$ cat config.mk
export PLATFORM = sky130hd
export DESIGN_NAME = fsmd_cpu
export DESIGN_NICKNAME = d
export VERILOG_FILES = /design/src/rtl/fsmd_pkg.sv /design/src/rtl/fsmd_regfile.sv /design/src/rtl/fsmd_alu.sv /design/src/rtl/fsmd_ctrl.sv /design/src/rtl/fsmd_cpu.sv
export SDC_FILE = /design/constraint.sdc
export NUM_CORES = 1
export LEC_CHECK = 0
export ABC_CLOCK_PERIOD_IN_PS = 6840
export BUFFER_PORTS_ARGS = -buffer_cell sky130_fd_sc_hd__buf_2
export CAP_MARGIN = 20
export CORE_MARGIN = 2
export CORE_UTILIZATION = 63
export CTS_CLUSTER_DIAMETER = 150
export CTS_CLUSTER_SIZE = 24
export DETAILED_ROUTE_END_ITERATION = 8
export HOLD_SLACK_MARGIN = 0.03
export PLACE_DENSITY_LB_ADDON = 0.12
export SLEW_MARGIN = 10
export SYNTH_ARGS = -nofsm -noshare
export SYNTH_HDL_FRONTEND = slang
export SYNTH_SLANG_ARGS = --single-unit
$ cat constraint.sdc
create_clock -name clk -period 6.84 [get_ports clk]
set_input_delay 0.684 -clock clk [delete_from_list [all_inputs] [get_ports clk]]
set_output_delay 0.684 -clock clk [all_outputs]
set_load 0.01 [all_outputs]
$ cat src/rtl/fsmd_pkg.sv
package fsmd_pkg;
  typedef enum logic [3:0] {
    S_FETCH, S_DECODE, S_LDD, S_STD, S_STI, S_LDI, S_ADD, S_SUB, S_JZ, S_NOP
  } state_t;

  typedef enum logic [1:0] {ALU_ADD = 2'd0, ALU_SUB = 2'd1, ALU_PASS = 2'd2} alu_op_t;
  typedef enum logic [1:0] {WSEL_ALU = 2'd0, WSEL_MEM = 2'd1, WSEL_IMM = 2'd2} wsel_t;
  typedef enum logic [1:0] {ASEL_PC = 2'd0, ASEL_DIR = 2'd1, ASEL_REG = 2'd2} asel_t;

  localparam logic [3:0] OPC_LDD = 4'h0;
  localparam logic [3:0] OPC_STD = 4'h1;
  localparam logic [3:0] OPC_STI = 4'h2;
  localparam logic [3:0] OPC_LDI = 4'h3;
  localparam logic [3:0] OPC_ADD = 4'h4;
  localparam logic [3:0] OPC_SUB = 4'h5;
  localparam logic [3:0] OPC_JZ  = 4'h6;

  typedef struct packed {
    logic    ir_ld;
    logic    pc_inc;
    logic    pc_jz;
    logic    rf_we;
    wsel_t   wsel;
    asel_t   asel;
    alu_op_t alu_op;
    logic    wdata_rm;
    logic    mem_re;
    logic    mem_we;
  } ctrl_t;
endpackage

$ cat src/rtl/fsmd_regfile.sv
module fsmd_regfile #(
  parameter int W     = 16,
  parameter int NREGS = 16,
  localparam int AW   = $clog2(NREGS)
) (
  input  logic          clk,
  input  logic          rst,
  input  logic          we,
  input  logic [AW-1:0] wa,
  input  logic [W-1:0]  wd,
  input  logic [AW-1:0] ra1,
  output logic [W-1:0]  rd1,
  input  logic [AW-1:0] ra2,
  output logic [W-1:0]  rd2
);
  logic [W-1:0] regs [NREGS];

  always_ff @(posedge clk) begin
    if (rst) begin
      for (int i = 0; i < NREGS; i++) regs[i] <= '0;
    end else if (we) begin
      regs[wa] <= wd;
    end
  end

  assign rd1 = regs[ra1];
  assign rd2 = regs[ra2];
endmodule

$ cat src/rtl/fsmd_alu.sv
module fsmd_alu
  import fsmd_pkg::*;
#(
  parameter int W = 16
) (
  input  logic [W-1:0] a,
  input  logic [W-1:0] b,
  input  alu_op_t      op,
  output logic [W-1:0] y,
  output logic         zero
);
  always_comb begin
    case (op)
      ALU_ADD: y = a + b;
      ALU_SUB: y = a - b;
      default: y = a;
    endcase
  end

  assign zero = (y == '0);
endmodule

$ cat src/rtl/fsmd_ctrl.sv
module fsmd_ctrl
  import fsmd_pkg::*;
(
  input  logic       clk,
  input  logic       rst,
  input  logic [3:0] opcode,
  output state_t     state,
  output ctrl_t      ctl
);
  state_t nxt;

  always_comb begin
    nxt = S_FETCH;
    case (state)
      S_FETCH:  nxt = S_DECODE;
      S_DECODE: begin
        case (opcode)
          OPC_LDD: nxt = S_LDD;
          OPC_STD: nxt = S_STD;
          OPC_STI: nxt = S_STI;
          OPC_LDI: nxt = S_LDI;
          OPC_ADD: nxt = S_ADD;
          OPC_SUB: nxt = S_SUB;
          OPC_JZ:  nxt = S_JZ;
          default: nxt = S_NOP;
        endcase
      end
      default:  nxt = S_FETCH;
    endcase
  end

  always_ff @(posedge clk) begin
    if (rst) state <= S_FETCH;
    else     state <= nxt;
  end

  always_comb begin
    ctl = '0;
    case (state)
      S_FETCH: begin
        ctl.asel   = ASEL_PC;
        ctl.mem_re = 1'b1;
        ctl.ir_ld  = 1'b1;
        ctl.pc_inc = 1'b1;
      end
      S_LDD: begin
        ctl.asel   = ASEL_DIR;
        ctl.mem_re = 1'b1;
        ctl.rf_we  = 1'b1;
        ctl.wsel   = WSEL_MEM;
      end
      S_STD: begin
        ctl.asel   = ASEL_DIR;
        ctl.mem_we = 1'b1;
      end
      S_STI: begin
        ctl.asel     = ASEL_REG;
        ctl.wdata_rm = 1'b1;
        ctl.mem_we   = 1'b1;
      end
      S_LDI: begin
        ctl.rf_we = 1'b1;
        ctl.wsel  = WSEL_IMM;
      end
      S_ADD: begin
        ctl.rf_we  = 1'b1;
        ctl.wsel   = WSEL_ALU;
        ctl.alu_op = ALU_ADD;
      end
      S_SUB: begin
        ctl.rf_we  = 1'b1;
        ctl.wsel   = WSEL_ALU;
        ctl.alu_op = ALU_SUB;
      end
      S_JZ: begin
        ctl.alu_op = ALU_PASS;
        ctl.pc_jz  = 1'b1;
      end
      default: ;
    endcase
  end
endmodule

$ cat src/rtl/fsmd_cpu.sv
module fsmd_cpu
  import fsmd_pkg::*;
#(
  parameter int W     = 16,
  parameter int NREGS = 16
) (
  input  logic         clk,
  input  logic         rst,
  output logic [W-1:0] mem_addr,
  output logic [W-1:0] mem_wdata,
  input  logic [W-1:0] mem_rdata,
  output logic         mem_re,
  output logic         mem_we
);
  localparam int RSEL_W = $clog2(NREGS);
  localparam int FLD_W  = 8;
  localparam int OPC_LO = 12;
  localparam int RN_LO  = 8;
  localparam int RM_LO  = 4;

  logic [W-1:0]      pc_q, ir_q;
  logic [W-1:0]      rf_rd1, rf_rd2, rf_wd, alu_y, fld_ext;
  logic              alu_z;
  logic [3:0]        opc;
  logic [RSEL_W-1:0] rn, rm;
  state_t            state;
  ctrl_t             ctl;

  assign opc     = ir_q[OPC_LO +: 4];
  assign rn      = ir_q[RN_LO +: RSEL_W];
  assign rm      = ir_q[RM_LO +: RSEL_W];
  assign fld_ext = {{(W-FLD_W){1'b0}}, ir_q[FLD_W-1:0]};

  fsmd_ctrl u_ctrl (
    .clk(clk), .rst(rst), .opcode(opc), .state(state), .ctl(ctl)
  );

  fsmd_regfile #(.W(W), .NREGS(NREGS)) u_rf (
    .clk(clk), .rst(rst), .we(ctl.rf_we), .wa(rn), .wd(rf_wd),
    .ra1(rn), .rd1(rf_rd1), .ra2(rm), .rd2(rf_rd2)
  );

  fsmd_alu #(.W(W)) u_alu (
    .a(rf_rd1), .b(rf_rd2), .op(ctl.alu_op), .y(alu_y), .zero(alu_z)
  );

  always_comb begin
    case (ctl.wsel)
      WSEL_MEM: rf_wd = mem_rdata;
      WSEL_IMM: rf_wd = fld_ext;
      default:  rf_wd = alu_y;
    endcase
  end

  always_comb begin
    case (ctl.asel)
      ASEL_DIR: mem_addr = fld_ext;
      ASEL_REG: mem_addr = rf_rd1;
      default:  mem_addr = pc_q;
    endcase
  end

  assign mem_wdata = ctl.wdata_rm ? rf_rd2 : rf_rd1;
  assign mem_re    = ctl.mem_re;
  assign mem_we    = ctl.mem_we;

  always_ff @(posedge clk) begin
    if (rst) begin
      pc_q <= '0;
      ir_q <= '0;
    end else begin
      if (ctl.ir_ld) ir_q <= mem_rdata;
      if (ctl.pc_inc)              pc_q <= pc_q + W'(1);
      else if (ctl.pc_jz && alu_z) pc_q <= fld_ext;
    end
  end
endmodule

Word-level counts from Yosys, hierarchy flattened
Memories as Yosys holds them, arrays and structs flattened. A register that Yosys moved wholly into a read port is not among the register bits.
Index checks and enable logic that the tools add are counted.
{"block": "totals", "reg_bits": 36, "mem_bits_rw": 256, "in_bits": 18, "out_inout_bits": 34, "word_cells": 65, "mem_count": 1}
{"block": "op_classes", "add_sub_neg": 3, "n_eq_ne": 19, "mux": 28, "n_reduce_logical": 11}
{"name": "u_rf.regs", "depth": 16, "word_bits": 16, "read_ports": 2, "rd_clocked_by_memory_dff": 2, "write_ports": 16, "line_no": "fsmd_regfile.sv:16", "text": "logic [W-1:0] regs [NREGS];"}
{"cell": "one-hot mux 16 bit (2 select lines)", "count": 3}
{"cell": "two-way mux 16 bit", "count": 4}
{"cell": "equality test 4 x 3 -> 1 bit, second input constant", "count": 7}
{"cell": "one-hot mux 4 bit (7 select lines)", "count": 1}
{"cell": "two-way mux 4 bit", "count": 5}
{"cell": "adder 16 x 1 -> 16 bit, second input constant", "count": 1}
{"cell": "adder 16 bit", "count": 1}
{"cell": "equality test 4 x 2 -> 1 bit, second input constant", "count": 4}
{"cell": "logical NOT 16 bit", "count": 1}
{"cell": "OR reduction 16 bit", "count": 1}
{"cell": "subtractor 16 bit", "count": 1}
{"cell": "two-way mux 1 bit", "count": 10}
{"cell": "one-hot mux 3 bit (3 select lines)", "count": 1}
{"cell": "equality test 4 x 1 -> 1 bit, second input constant", "count": 2}
{"cell": "logical NOT 4 bit", "count": 2}
{"cell": "one-hot mux 2 bit (2 select lines)", "count": 2}
{"cell": "one-hot mux 4 bit (2 select lines)", "count": 1}
{"cell": "OR reduction 2 bit", "count": 4}
{"cell": "equality test 2 x 1 -> 1 bit, second input constant", "count": 3}
{"cell": "equality test 2 bit, second input constant", "count": 2}
{"cell": "equality test 4 bit, second input constant", "count": 1}
{"cell": "logical NOT 2 bit", "count": 1}
{"cell": "two-way mux 2 bit", "count": 1}
{"cell": "nonzero test 2 bit", "count": 1}
{"cell": "logical AND 1 bit", "count": 1}

Longest topological paths before layout
Gate-level depths: netlist of run 1.
{"block": "depth", "ltp_word": 8, "ltp_mapped": 21, "ltp_nobuf": 18}

By module
Synthesis of run 1 repeated with hierarchy kept, for this count alone.
{"block": "hier_totals", "cells_unflattened": 1396, "hier_area_um2": 17515.5}
{"module": "fsmd_regfile", "n_inst": 1, "cells_per_inst": 859, "area_per_inst_um2": 13414.1, "seq_area_each_um2": 7687.4}
{"module": "fsmd_cpu", "n_inst": 1, "cells_per_inst": 269, "area_per_inst_um2": 2159.6, "seq_area_each_um2": 640.6}
{"module": "fsmd_alu", "n_inst": 1, "cells_per_inst": 236, "area_per_inst_um2": 1665.3, "seq_area_each_um2": 0.0}
{"module": "fsmd_ctrl", "n_inst": 1, "cells_per_inst": 32, "area_per_inst_um2": 276.5, "seq_area_each_um2": 80.1}

Worst setup path after synthesis of run 1
No wires, ideal clock.
{"block": "synth_timing", "path_kind": "reg-to-reg", "startpoint": "reg with a tool-made name", "endpoint": "mem u_rf.regs[10][15], data pin", "setup_ps": 270, "arrival_time_ps": 5126, "t_required_ps": 6570, "slack_ps": 1444, "stages_incl_launch_ff": 20, "path_buffers": 3, "synth_period_minus_slack_ps": 5396, "cell_sequence": "dfxtp_1 clkbuf_1 clkbuf_1 mux4_2 a221oi_1 ha_1 nand4_1 o31ai_1 xnor2_1 ha_1 and2_1 a221o_1 a211oi_1 o31ai_1 xor2_1 xor2_1 nor3_1 o21ai_2 buf_4 a21oi_1"}
{"element": "to (decl)", "line_no": "fsmd_regfile.sv:16"}

==> results.py, run 1 <==
metrics = {
    "sta": {
        "setup_viol": 0,
        "rsz0062_at_grt": "no",
        "finalClockSkew_ns": 0.02387,
        "finalHoldViolCount": 0,
        "relSlewSlack_pct": 23.08,
        "worst_pin_slew_ns": 1.151,
        "tns_ns": 0,
        "slew_viol_final": 0,
        "min_period_over_period_pct": 92.42,
        "period_needed_ns": 6.322,
        "fmax_mhz": 158.2,
    },
    "floorplan": {
        "initial_utilization_pct": 63.93,
        "boundaryPins": 52,
        "die_x_um": 166.4,
        "fp.dieArea_sq_um": 27690,
        "core_sq_um": 25980,
        "fp.dieH_um": 166.4,
        "rows": 59,
    },
    "routing": {
        "wl_met2_mm": 23.87,
        "drtAntennaViolNets": 0,
        "top_layer": "met4",
        "drt_iter0_markers": 1940,
        "vias_per_cell": 7.269,
        "firstDrtPassIters": 5,
        "met1Wirelength_mm": 17.75,
        "wl_mm": 51.42,
        "routedWlPerCell_um": 30.05,
        "num_vias": 12440,
        "wl_met3_mm": 7.364,
        "drc": 0,
    },
    "pwr": {
        "power.leakage_nw": 6.272,
        "peakVddDrop_mv": 0.3176,
        "power_density_nw_per_um2": 355.8,
    },
    "synth": {
        "ys_warn_count": 0,
        "synthArstFlopShare_pct": 0,
        "synth_edf_count": 256,
        "ys_seq_area_share_pct": 51.57,
        "yosysTopAreaCell": "edfxtp_1",
        "ys_types": 65,
        "ys_top_cells_by_area": "edfxtp_1 (46%), mux4_2 (19%), nor2_1 (6.6%), dfxtp_1 (5.3%), nand2_1 (2.2%)",
        "syn_nets": 1377,
        "synth-main-ff-cell": "edfxtp_1",
        "syn_avg_cell_area_sq_um": 12.42,
        "synth_common_cells": "nor2_1 (290), edfxtp_1 (256), mux4_2 (142)",
        "synth_top_area_share_pct": 46.27,
        "synthCells": 1338,
        "ys_ff_latch": 300,
        "yosys.cell_count.top_type": "nor2_1",
        "syn_area_sq_um": 16610,
    },
    "global_routing": {
        "gr-usage-all-layers_pct": 37.04,
        "grt_pass1_vias": 11870,
        "globalRouteOverflowTotal": 0,
        "grt_pass1_wl_mm": 75.53,
        "grt_max_degree": 53,
        "antenna_found_initial": 0,
    },
    "clocking": {
        "clkTransAtPathRegs_ns": 0.11,
        "tritoncts": "yes",
        "cts_num_sinks": 300,
        "clock_latency_ns": 0.53,
        "numCtsBuffers": 16,
        "hold_buffers": 0,
        "cts_max_path_buffers": 3,
        "cts-root-buf": "clkbuf_16",
        "cts_max_level": 1,
    },
    "run_status": {
        "status": "completed",
    },
    "hold_path": {
        "min_path_type": "in -> reg",
    },
    "critical_path": {
        "cp.required_ns": 7.27,
        "cp-start-kind": "flip-flop",
        "cp-end-kind": "flip-flop",
        "critPathKind": "reg -> reg",
        "crit_arrival_ns": 6.75,
        "path_max_fanout": 21,
    },
    "place": {
        "place_congestion": 0.9379,
        "post-dp-hpwl_mm": 34.30,
        "port_buffers": 51,
        "post-place-cells": 1682,
    },
    "layout": {
        "syn_to_final_growth_pct": 7.667,
        "antenna-diode-count": 0,
        "layout.cells.non_filler": 1711,
        "drive_gt1_share_pct": 22.67,
        "num-nets-final": 1405,
    },
    "run": {
        "cap_violations": 0,
    },
}
## cell usage in the layout, fill, tap and decap left out, types with 4 or more instances in the layout
cell and count:
and3_1 6, and2_1 11, edfxtp_1 256, a221oi_1 12, buf_4 65, or3_1 4
a311oi_2 5, clkbuf_1 10, nand3_1 18, ha_1 20, nor3_1 15, nand2b_1 20
a21o_1 4, buf_2 51, dfxtp_4 4, mux2i_1 10, o21ai_0 37, xnor2_1 15
dfxtp_1 38, nand2_1 97, inv_1 10, a221oi_2 7, a211oi_1 6, nor4_1 5
clkbuf_16 17, nor2_1 290, mux4_2 142, a22oi_1 15, a22o_1 22, mux2_2 6
nor2b_1 12, nand4_1 5, o21a_1 7, a31oi_1 9, a21oi_1 58, xor2_1 15
## worst max-delay path, stage by stage (launching register included)
cell and delay [ns]:
dfxtp_4 0.64, mux4_2 0.56, a22o_1 0.21, a221oi_1 0.66, ha_1 0.33, nand4_1 0.14
o31ai_1 0.49, xnor2_1 0.14, ha_1 0.35, and2_1 0.22, a221o_1 0.32, a211oi_1 0.33
or3_1 0.16, a31oi_1 0.12, nor4b_2 0.69, o2111ai_4 0.34, nor3b_1 0.24, nor4_1 0.25
## layer usage
| metal | vias to the layer above | GRT usage [%] |
|---|---|---|
| met2 | 968 | 57.51 |
| met5 | - | 0 |
| met3 | 184 | 9.795 |
| met1 | 6125 | 50.51 |
| met4 | 0 | 15.22 |
| li1 | 5160 | - |
## path summary, 6_finish.rpt
path / slack (ns) / endpoint / cells past startpoint / startpoint
max: 0.52 / pc_q[1]$_SDFFE_PP0P_ / 17 / flip-flop
min: 0.41 / ir_q[12]$_SDFFE_PP0P_ / 3 / mem_rdata[12]
max reg2reg: 0.52 / pc_q[1]$_SDFFE_PP0P_ / 17 / flip-flop
min reg2reg: 0.48 / ir_q[12]$_SDFFE_PP0P_ / 2 / ir_q[12]$_SDFFE_PP0P_
## what timing repair did
item,in CTS,in global routing
setup endpoints to repair,0,1
gates resized for setup,0,2
endpoints found under the hold margin,0,0
setup buffers,0,0
## state kept, by name, summed over array words and instances (netlist names), named ones only
register,flops
ir_q,16
u_rf.regs,256
u_ctrl.state,4
pc_q,16
## where the power goes
group	internal (mW)	switching, mW	total [mW]	leakage [nW]
logic	1.11	1.94	3.05	3.04
clock network	0.473	0.595	1.07	0.228
registers	2.08	0.169	2.25	3.01
## final cells by class
type / count / area, sq um
clock buffers: 27 / 462.9
fillers: 1881 / 8098
repair buffers: 118 / 790.8
multi-input cells: 920 / 7575
clock inverters: 1 / 16.27
flip-flops and latches: 300 / 8586
well taps: 335 / 419.2
inverters: 10 / 37.54
## logic make-up (layout without fill, tap and decap cells)
group                    Yosys count  after routing  share of synthesized area, %
buffers and inverters            118            156                         3.095
AO/OA/AOI/OAI                    211            211                         8.864
adder cells (fa/ha/maj)           21             21                         1.627
multiplexers                     158            158                         20.26
XOR/XNOR                          30             30                         1.582
flip-flops                       300            300                         51.57
AND/OR/NAND/NOR                  500            500                         13.00
## through the flow
| stage | worst slack, ns | util (%) | cell area, sq um | hold slack [ns] | power [mW] |
|---|---|---|---|---|---|
| 4_1_cts | 0.4843 | 68.70 | 17850 | 0.3916 | 6.270 |
| 3_5_place_dp | 0.5113 | 66.85 | 17370 | 0.4598 | 5.236 |
| 5_1_grt | 0.04252 | 68.84 | 17890 | 0.4026 | 6.638 |
| 2_1_floorplan | 1.444 | - | 16610 | 0.4365 | 4.217 |
| 6_report | 0.5184 | 68.84 | 17890 | 0.4059 | 6.364 |
| 3_3_place_gp | 0.6298 | 66.85 | 17370 | 0.4495 | 5.194 |
No activity file was read; power rests on OpenSTA's default activity.
==> inputs of run 2 (changes only) <==
Settings changed: CORE_UTILIZATION 63 to 36.
==> run 2 against run 1 <==
  * Flip-flop and latch count unchanged
  * Hold slack improved by 0.0076 ns
  * Worst setup slack got worse by 0.14 ns
  * Critical path depth unchanged
  * Final cell count is 16% higher
  * Via count down 4.1%
  * Clock-buffer cell count decreased by 4
  * Die area rose by 73%
  * Global-route usage fell by 12 points
  * First-iteration DRC count shrank 23%
  * Largest cell class unchanged
  * Clock power is essentially flat
  * Fmax shrank 2.2%
==> results.py, run 2 (same netlist as run 1, synthesis figures left out) <==
metrics = {
    "run_status": {
        "status": "completed",
    },
    "layout": {
        "drive_gt1_share_pct": 23.97,
        "syn_to_final_growth_pct": 10.20,
        "largest_registers": "u_rf.regs (256), ir_q (16), pc_q (16)",
        "regMostFlops": "u_rf.regs",
        "mostFrequentLayoutCells": "nor2_1 (290), edfxtp_1 (256), mux4_2 (142)",
        "regArea_sq_um": 8583,
        "layout.cells.non_filler": 1989,
        "num-nets-final": 1421,
        "antenna-diode-count": 0,
        "largest_reg_flops": 256,
        "layout_commonest_cell": "nor2_1",
        "num-fill-cells": 4362,
        "multi_input_area_sq_um": 7596,
    },
    "clocking": {
        "postCtsSetupBuffers": 0,
        "cts.repair.resized": 0,
        "clock_latency_ns": 0.53,
        "cts_max_level": 1,
        "cts_max_path_buffers": 3,
        "cts-root-buf": "clkbuf_16",
        "numCtsBuffers": 16,
        "cts_num_sinks": 300,
        "hold_buffers": 0,
        "tritoncts": "yes",
        "clkTransAtPathRegs_ns": 0.10,
    },
    "critical_path": {
        "critPathTopFamily": "compound AO/OA/AOI/OAI gates",
        "crit_cells": 17,
        "rr_endpoint": "pc_q[1]$_SDFFE_PP0P_",
        "cp-start-kind": "flip-flop",
        "path_cells": "buf_4 > mux4_2 > a22o_1 > a221oi_1 > nand3_1 > o31ai_1 > xnor2_1 > ha_1 > and2_1 > a221o_1 > a211oi_1 > or3_1 > a31oi_1 > nor4b_2 > o2111ai_4 > nor3b_1 > nor4_1",
        "path_buf_inv": 1,
        "cp-end-kind": "flip-flop",
        "crit_arrival_ns": 6.90,
        "critPathKind": "reg -> reg",
        "slowest_delay_ns": 0.75,
        "path_max_fanout": 25,
        "reg2regPathDepth": 17,
        "cp-endpoint": "pc_q[1]$_SDFFE_PP0P_",
        "cp_slowest_cell": "dfxtp_2",
        "cp.required_ns": 7.28,
        "r2r_setup_slack_ns": 0.38,
    },
    "global_routing": {
        "gr-usage-all-layers_pct": 24.70,
        "globalRouteOverflowTotal": 0,
        "antenna_found_initial": 1,
        "grt_pass1_wl_mm": 84.28,
        "grt_max_degree": 45,
        "grt_pass1_vias": 11760,
    },
    "routing": {
        "firstDrtPassIters": 5,
        "routedWlPerCell_um": 29.45,
        "num_vias": 11930,
        "vias_per_cell": 5.997,
        "drc": 0,
        "drtAntennaViolNets": 0,
        "wl_mm": 58.58,
        "drt_iter0_markers": 1485,
    },
    "floorplan": {
        "fp.dieArea_sq_um": 47880,
        "core_sq_um": 45480,
        "boundaryPins": 52,
        "fp.dieH_um": 218.8,
        "rows": 78,
        "initial_utilization_pct": 36.53,
        "die_x_um": 218.8,
    },
    "place": {
        "place_congestion": 0.8540,
        "post-place-cells": 1963,
        "port_buffers": 51,
        "post-dp-hpwl_mm": 40.18,
        "place_ws_ns": 0.3824,
    },
    "sta": {
        "finalWorstSetupSlack_ns": 0.3762,
        "whs_ns": 0.4135,
        "min_period_over_period_pct": 94.50,
        "finalClockSkew_ns": 0.02017,
        "fmax_mhz": 154.7,
        "tns_ns": 0,
        "worst_pin_slew_ns": 1.112,
        "period_needed_ns": 6.464,
        "relSlewSlack_pct": 25.62,
        "rsz0062_at_grt": "no",
        "finalHoldViolCount": 0,
        "setup_viol": 0,
        "slew_viol_final": 0,
    },
    "pwr": {
        "power.leakage_nw": 6.343,
        "p_total_mw": 6.508,
        "peakVddDrop_mv": 0.3036,
        "power_density_nw_per_um2": 355.5,
    },
    "hold_path": {
        "min_path_type": "in -> reg",
    },
    "run": {
        "cap_violations": 0,
    },
}
[run 2: layer usage]
metal	share of wire [%]	GRT usage, %	vias up
met1	43	34.74	6124
met2	45	38.63	551
met3	8.4	4.588	91
met4	3.5	8.221	2
li1	-	-	5160
met5	0.022	0	-
[run 2: area by class of cell]
class	count	share of cell area (%)
Clock buffer	23	2.454
Clock inverter	2	0.06834
Inverter	10	0.2050
Multi-Input combinational cell	920	41.49
Sequential cell	300	46.88
Tap cell	600	4.101
Timing Repair Buffer	134	4.798
[run 2: tightest hold or removal path: cells and delay by family]
| kind | cells | cell delay [ns] |
|---|---|---|
| buffers and inverters | 1 | 0.12 |
| and+or+nand+nor | 1 | 0.05 |
| AOI/OAI and AO/OA | 1 | 0.05 |
[run 2: where the power goes]
group          switching, mW  internal (mW)  total, mW
Sequential             0.161           2.08       2.24
Combinational           2.07           1.12       3.19
Clock                  0.616          0.466       1.08
[run 2: worst min path at each step]
stage / cells after the start / startpoint / endpoint
final: 3 / mem_rdata[3] / ir_q[3]$_SDFFE_PP0P_
after global routing: 3 / mem_rdata[3] / ir_q[3]$_SDFFE_PP0P_
after CTS: 3 / mem_rdata[14] / ir_q[14]$_SDFFE_PP0P_
after detailed placement: 2 / ir_q[12]$_SDFFE_PP0P_ / ir_q[12]$_SDFFE_PP0P_
after global placement: 2 / ir_q[12]$_SDFFE_PP0P_ / ir_q[12]$_SDFFE_PP0P_
after floorplan: 2 / ir_q[12]$_SDFFE_PP0P_ / ir_q[12]$_SDFFE_PP0P_
[run 2: metrics by stage]
| step | utilization, % | cell area, sq um |
|---|---|---|
| 4_1_cts | 40.23 | 18290 |
| 6_report | 40.26 | 18310 |
| 3_3_place_gp | 39.21 | 17830 |
| 3_5_place_dp | 39.21 | 17830 |
| 2_1_floorplan | - | 16610 |
| 5_1_grt | 40.26 | 18310 |
==> inputs of run 3 (changes only) <==
Settings changed: CORE_UTILIZATION 36 to 55, HOLD_SLACK_MARGIN 0.03 to not set.
==> run 3 against run 2 <==
  * Hold slack lost 0.0072 ns
  * Combinational power is essentially flat
  * Non-clock buffer count shrank 14
  * Final cell count shrank 11%
  * Sequential power is essentially flat
  * Fmax grew 3.4%
  * Total power shrank 0.25%
  * Critical path depth grew 1
  * Sequential share of layout area grew 0.88 points
  * Critical endpoint unchanged
  * Largest cell class unchanged
  * Largest power group unchanged
==> results.py, run 3 (same netlist as run 1, synthesis figures left out) <==
metrics = {
    "sta": {
        "min_period_over_period_pct": 91.38,
        "relSlewSlack_pct": 21.26,
        "tns_ns": 0,
        "whs_ns": 0.4063,
        "fmax_mhz": 160.0,
        "finalClockSkew_ns": 0.04185,
        "finalWorstSetupSlack_ns": 0.5895,
        "setup_viol": 0,
        "slew_viol_final": 0,
        "worst_pin_slew_ns": 1.181,
        "rsz0062_at_grt": "no",
        "finalHoldViolCount": 0,
        "period_needed_ns": 6.250,
    },
    "hold_path": {
        "min_path_type": "in -> reg",
        "whs_path_depth": 3,
        "min_from": "mem_rdata[12]",
        "min_to": "ir_q[12]$_SDFFE_PP0P_",
    },
    "floorplan": {
        "core_sq_um": 29720,
        "initial_utilization_pct": 55.91,
        "boundaryPins": 52,
        "fp.dieArea_sq_um": 31610,
        "rows": 63,
        "fp.dieH_um": 177.8,
        "die_x_um": 177.8,
    },
    "global_routing": {
        "antenna_found_initial": 0,
        "grt_pass1_wl_mm": 76.94,
        "gr-usage-all-layers_pct": 33.96,
        "grt_max_degree": 53,
        "globalRouteOverflowTotal": 0,
        "grt_pass1_vias": 11750,
    },
    "layout": {
        "layout_commonest_cell": "nor2_1",
        "regMostFlops": "u_rf.regs",
        "drive_gt1_share_pct": 23.00,
        "syn_to_final_growth_pct": 8.164,
        "largest_reg_flops": 256,
        "final_area_sq_um": 17970,
        "largest_registers": "u_rf.regs (256), ir_q (16), pc_q (16)",
        "num-nets-final": 1407,
        "antenna-diode-count": 0,
        "layout.cells.non_filler": 1768,
        "final_core_util_pct": 60.47,
        "mostFrequentLayoutCells": "nor2_1 (290), edfxtp_1 (256), mux4_2 (142)",
    },
    "pwr": {
        "power_density_nw_per_um2": 361.3,
        "intPower_mw": 3.656,
        "sw_frac_of_total_pct": 43.68,
        "p_total_mw": 6.492,
        "clockPowerShare_pct": 16.7,
        "power_frac_comb_pct": 48.9,
        "p_seq_share_pct": 34.4,
        "switchingPower_mw": 2.836,
        "power.leakage_nw": 6.282,
        "peakVddDrop_mv": 0.2732,
    },
    "place": {
        "port_buffers": 51,
        "post-dp-hpwl_mm": 35.62,
        "post-place-cells": 1738,
        "place_ws_ns": 0.4414,
        "place_area_sq_um": 17450,
        "place_congestion": 0.9335,
    },
    "clocking": {
        "postCtsSetupBuffers": 0,
        "tritoncts": "yes",
        "cts_num_sinks": 300,
        "cts_max_level": 1,
        "cts-root-buf": "clkbuf_16",
        "hold_buffers": 0,
        "numCtsBuffers": 16,
        "cts_max_path_buffers": 3,
        "clock_latency_ns": 0.54,
        "clkTransAtPathRegs_ns": 0.11,
    },
    "critical_path": {
        "r2r_setup_slack_ns": 0.59,
        "cp.required_ns": 7.28,
        "cp-end-kind": "flip-flop",
        "critPathKind": "reg -> reg",
        "path_buf_inv": 2,
        "critPathTopFamily": "compound AO/OA/AOI/OAI gates",
        "rr_endpoint": "pc_q[1]$_SDFFE_PP0P_",
        "path_cells": "buf_4 > buf_4 > mux4_2 > a22o_1 > a221oi_2 > nand3_1 > o31ai_1 > xnor2_1 > ha_1 > and2_1 > a221o_1 > a211oi_1 > or3_1 > a31oi_1 > nor4b_4 > o2111ai_4 > nor3b_1 > nor4_1",
        "slowest_delay_ns": 0.55,
        "reg2regPathDepth": 18,
        "cp-start-kind": "flip-flop",
        "cp_slowest_cell": "dfxtp_4",
        "crit_arrival_ns": 6.69,
        "cp_common_cell": "buf_4",
        "path_max_fanout": 16,
    },
    "routing": {
        "drt_iter0_markers": 1910,
        "wl_mm": 52.88,
        "drtAntennaViolNets": 0,
        "vias_per_cell": 6.955,
        "drc": 0,
        "num_vias": 12300,
        "firstDrtPassIters": 7,
        "routedWlPerCell_um": 29.91,
    },
    "run": {
        "cap_violations": 0,
    },
    "run_status": {
        "status": "completed",
    },
}
run 3: power by group through the flow:
stage               combinational (mW)  clock, mW  sequential [mW]
floorplan                         2.06          0             2.15
global placement                  3.03          0             2.27
detailed placement                3.05          0             2.27
CTS                               3.06       1.09             2.23
global route                      3.36       1.14             2.25
finish                            3.18       1.08             2.23
run 3: worst reg2reg max path, delay by kind of cell, from the launching register on:
kind                     cells  cell delay, ns
AND/OR/NAND/NOR              6            1.62
adder cells (fa/ha/maj)      1            0.36
flip-flops                   1            0.55
AO/OA/AOI/OAI                7            2.33
buffers and inverters        2            0.63
multiplexers                 1            0.50
XOR/XNOR                     1            0.16
run 3: final cells by class:
class	instances	area, sq um
multi-input combinational	920	7604
tap	390	488.0
clock buffer	26	459.2
sequential	300	8583
fill	2339	11750
clock inverter	2	17.52
inverter	10	37.54
timing repair buffer	120	780.7
run 3: worst max path at each step:
stage / start / to / slack, ns / cells after the start
after floorplan: flip-flop / u_rf.regs[10][15]$_SDFFCE_PN0P_ / 1.44 / 19
after global placement: flip-flop / pc_q[1]$_SDFFE_PP0P_ / 0.49 / 17
after detailed placement: flip-flop / pc_q[1]$_SDFFE_PP0P_ / 0.44 / 17
after CTS: flip-flop / pc_q[1]$_SDFFE_PP0P_ / 0.41 / 17
after global routing: flip-flop / pc_q[1]$_SDFFE_PP0P_ / 0.08 / 19
final: flip-flop / pc_q[1]$_SDFFE_PP0P_ / 0.59 / 18
run 3: timing repair:
item,in CTS,in global routing
endpoints found under the setup margin,0,25
gates resized for setup,0,3
hold endpoints to repair,0,0
run 3: per-layer routing:
| layer | routed length (um) | GRT usage (%) |
|---|---|---|
| met1 | 19380 | 45.96 |
| met2 | 24660 | 54.13 |
| met3 | 6313 | 6.684 |
| met4 | 2523 | 14.07 |
| met5 | 0 | 0 |
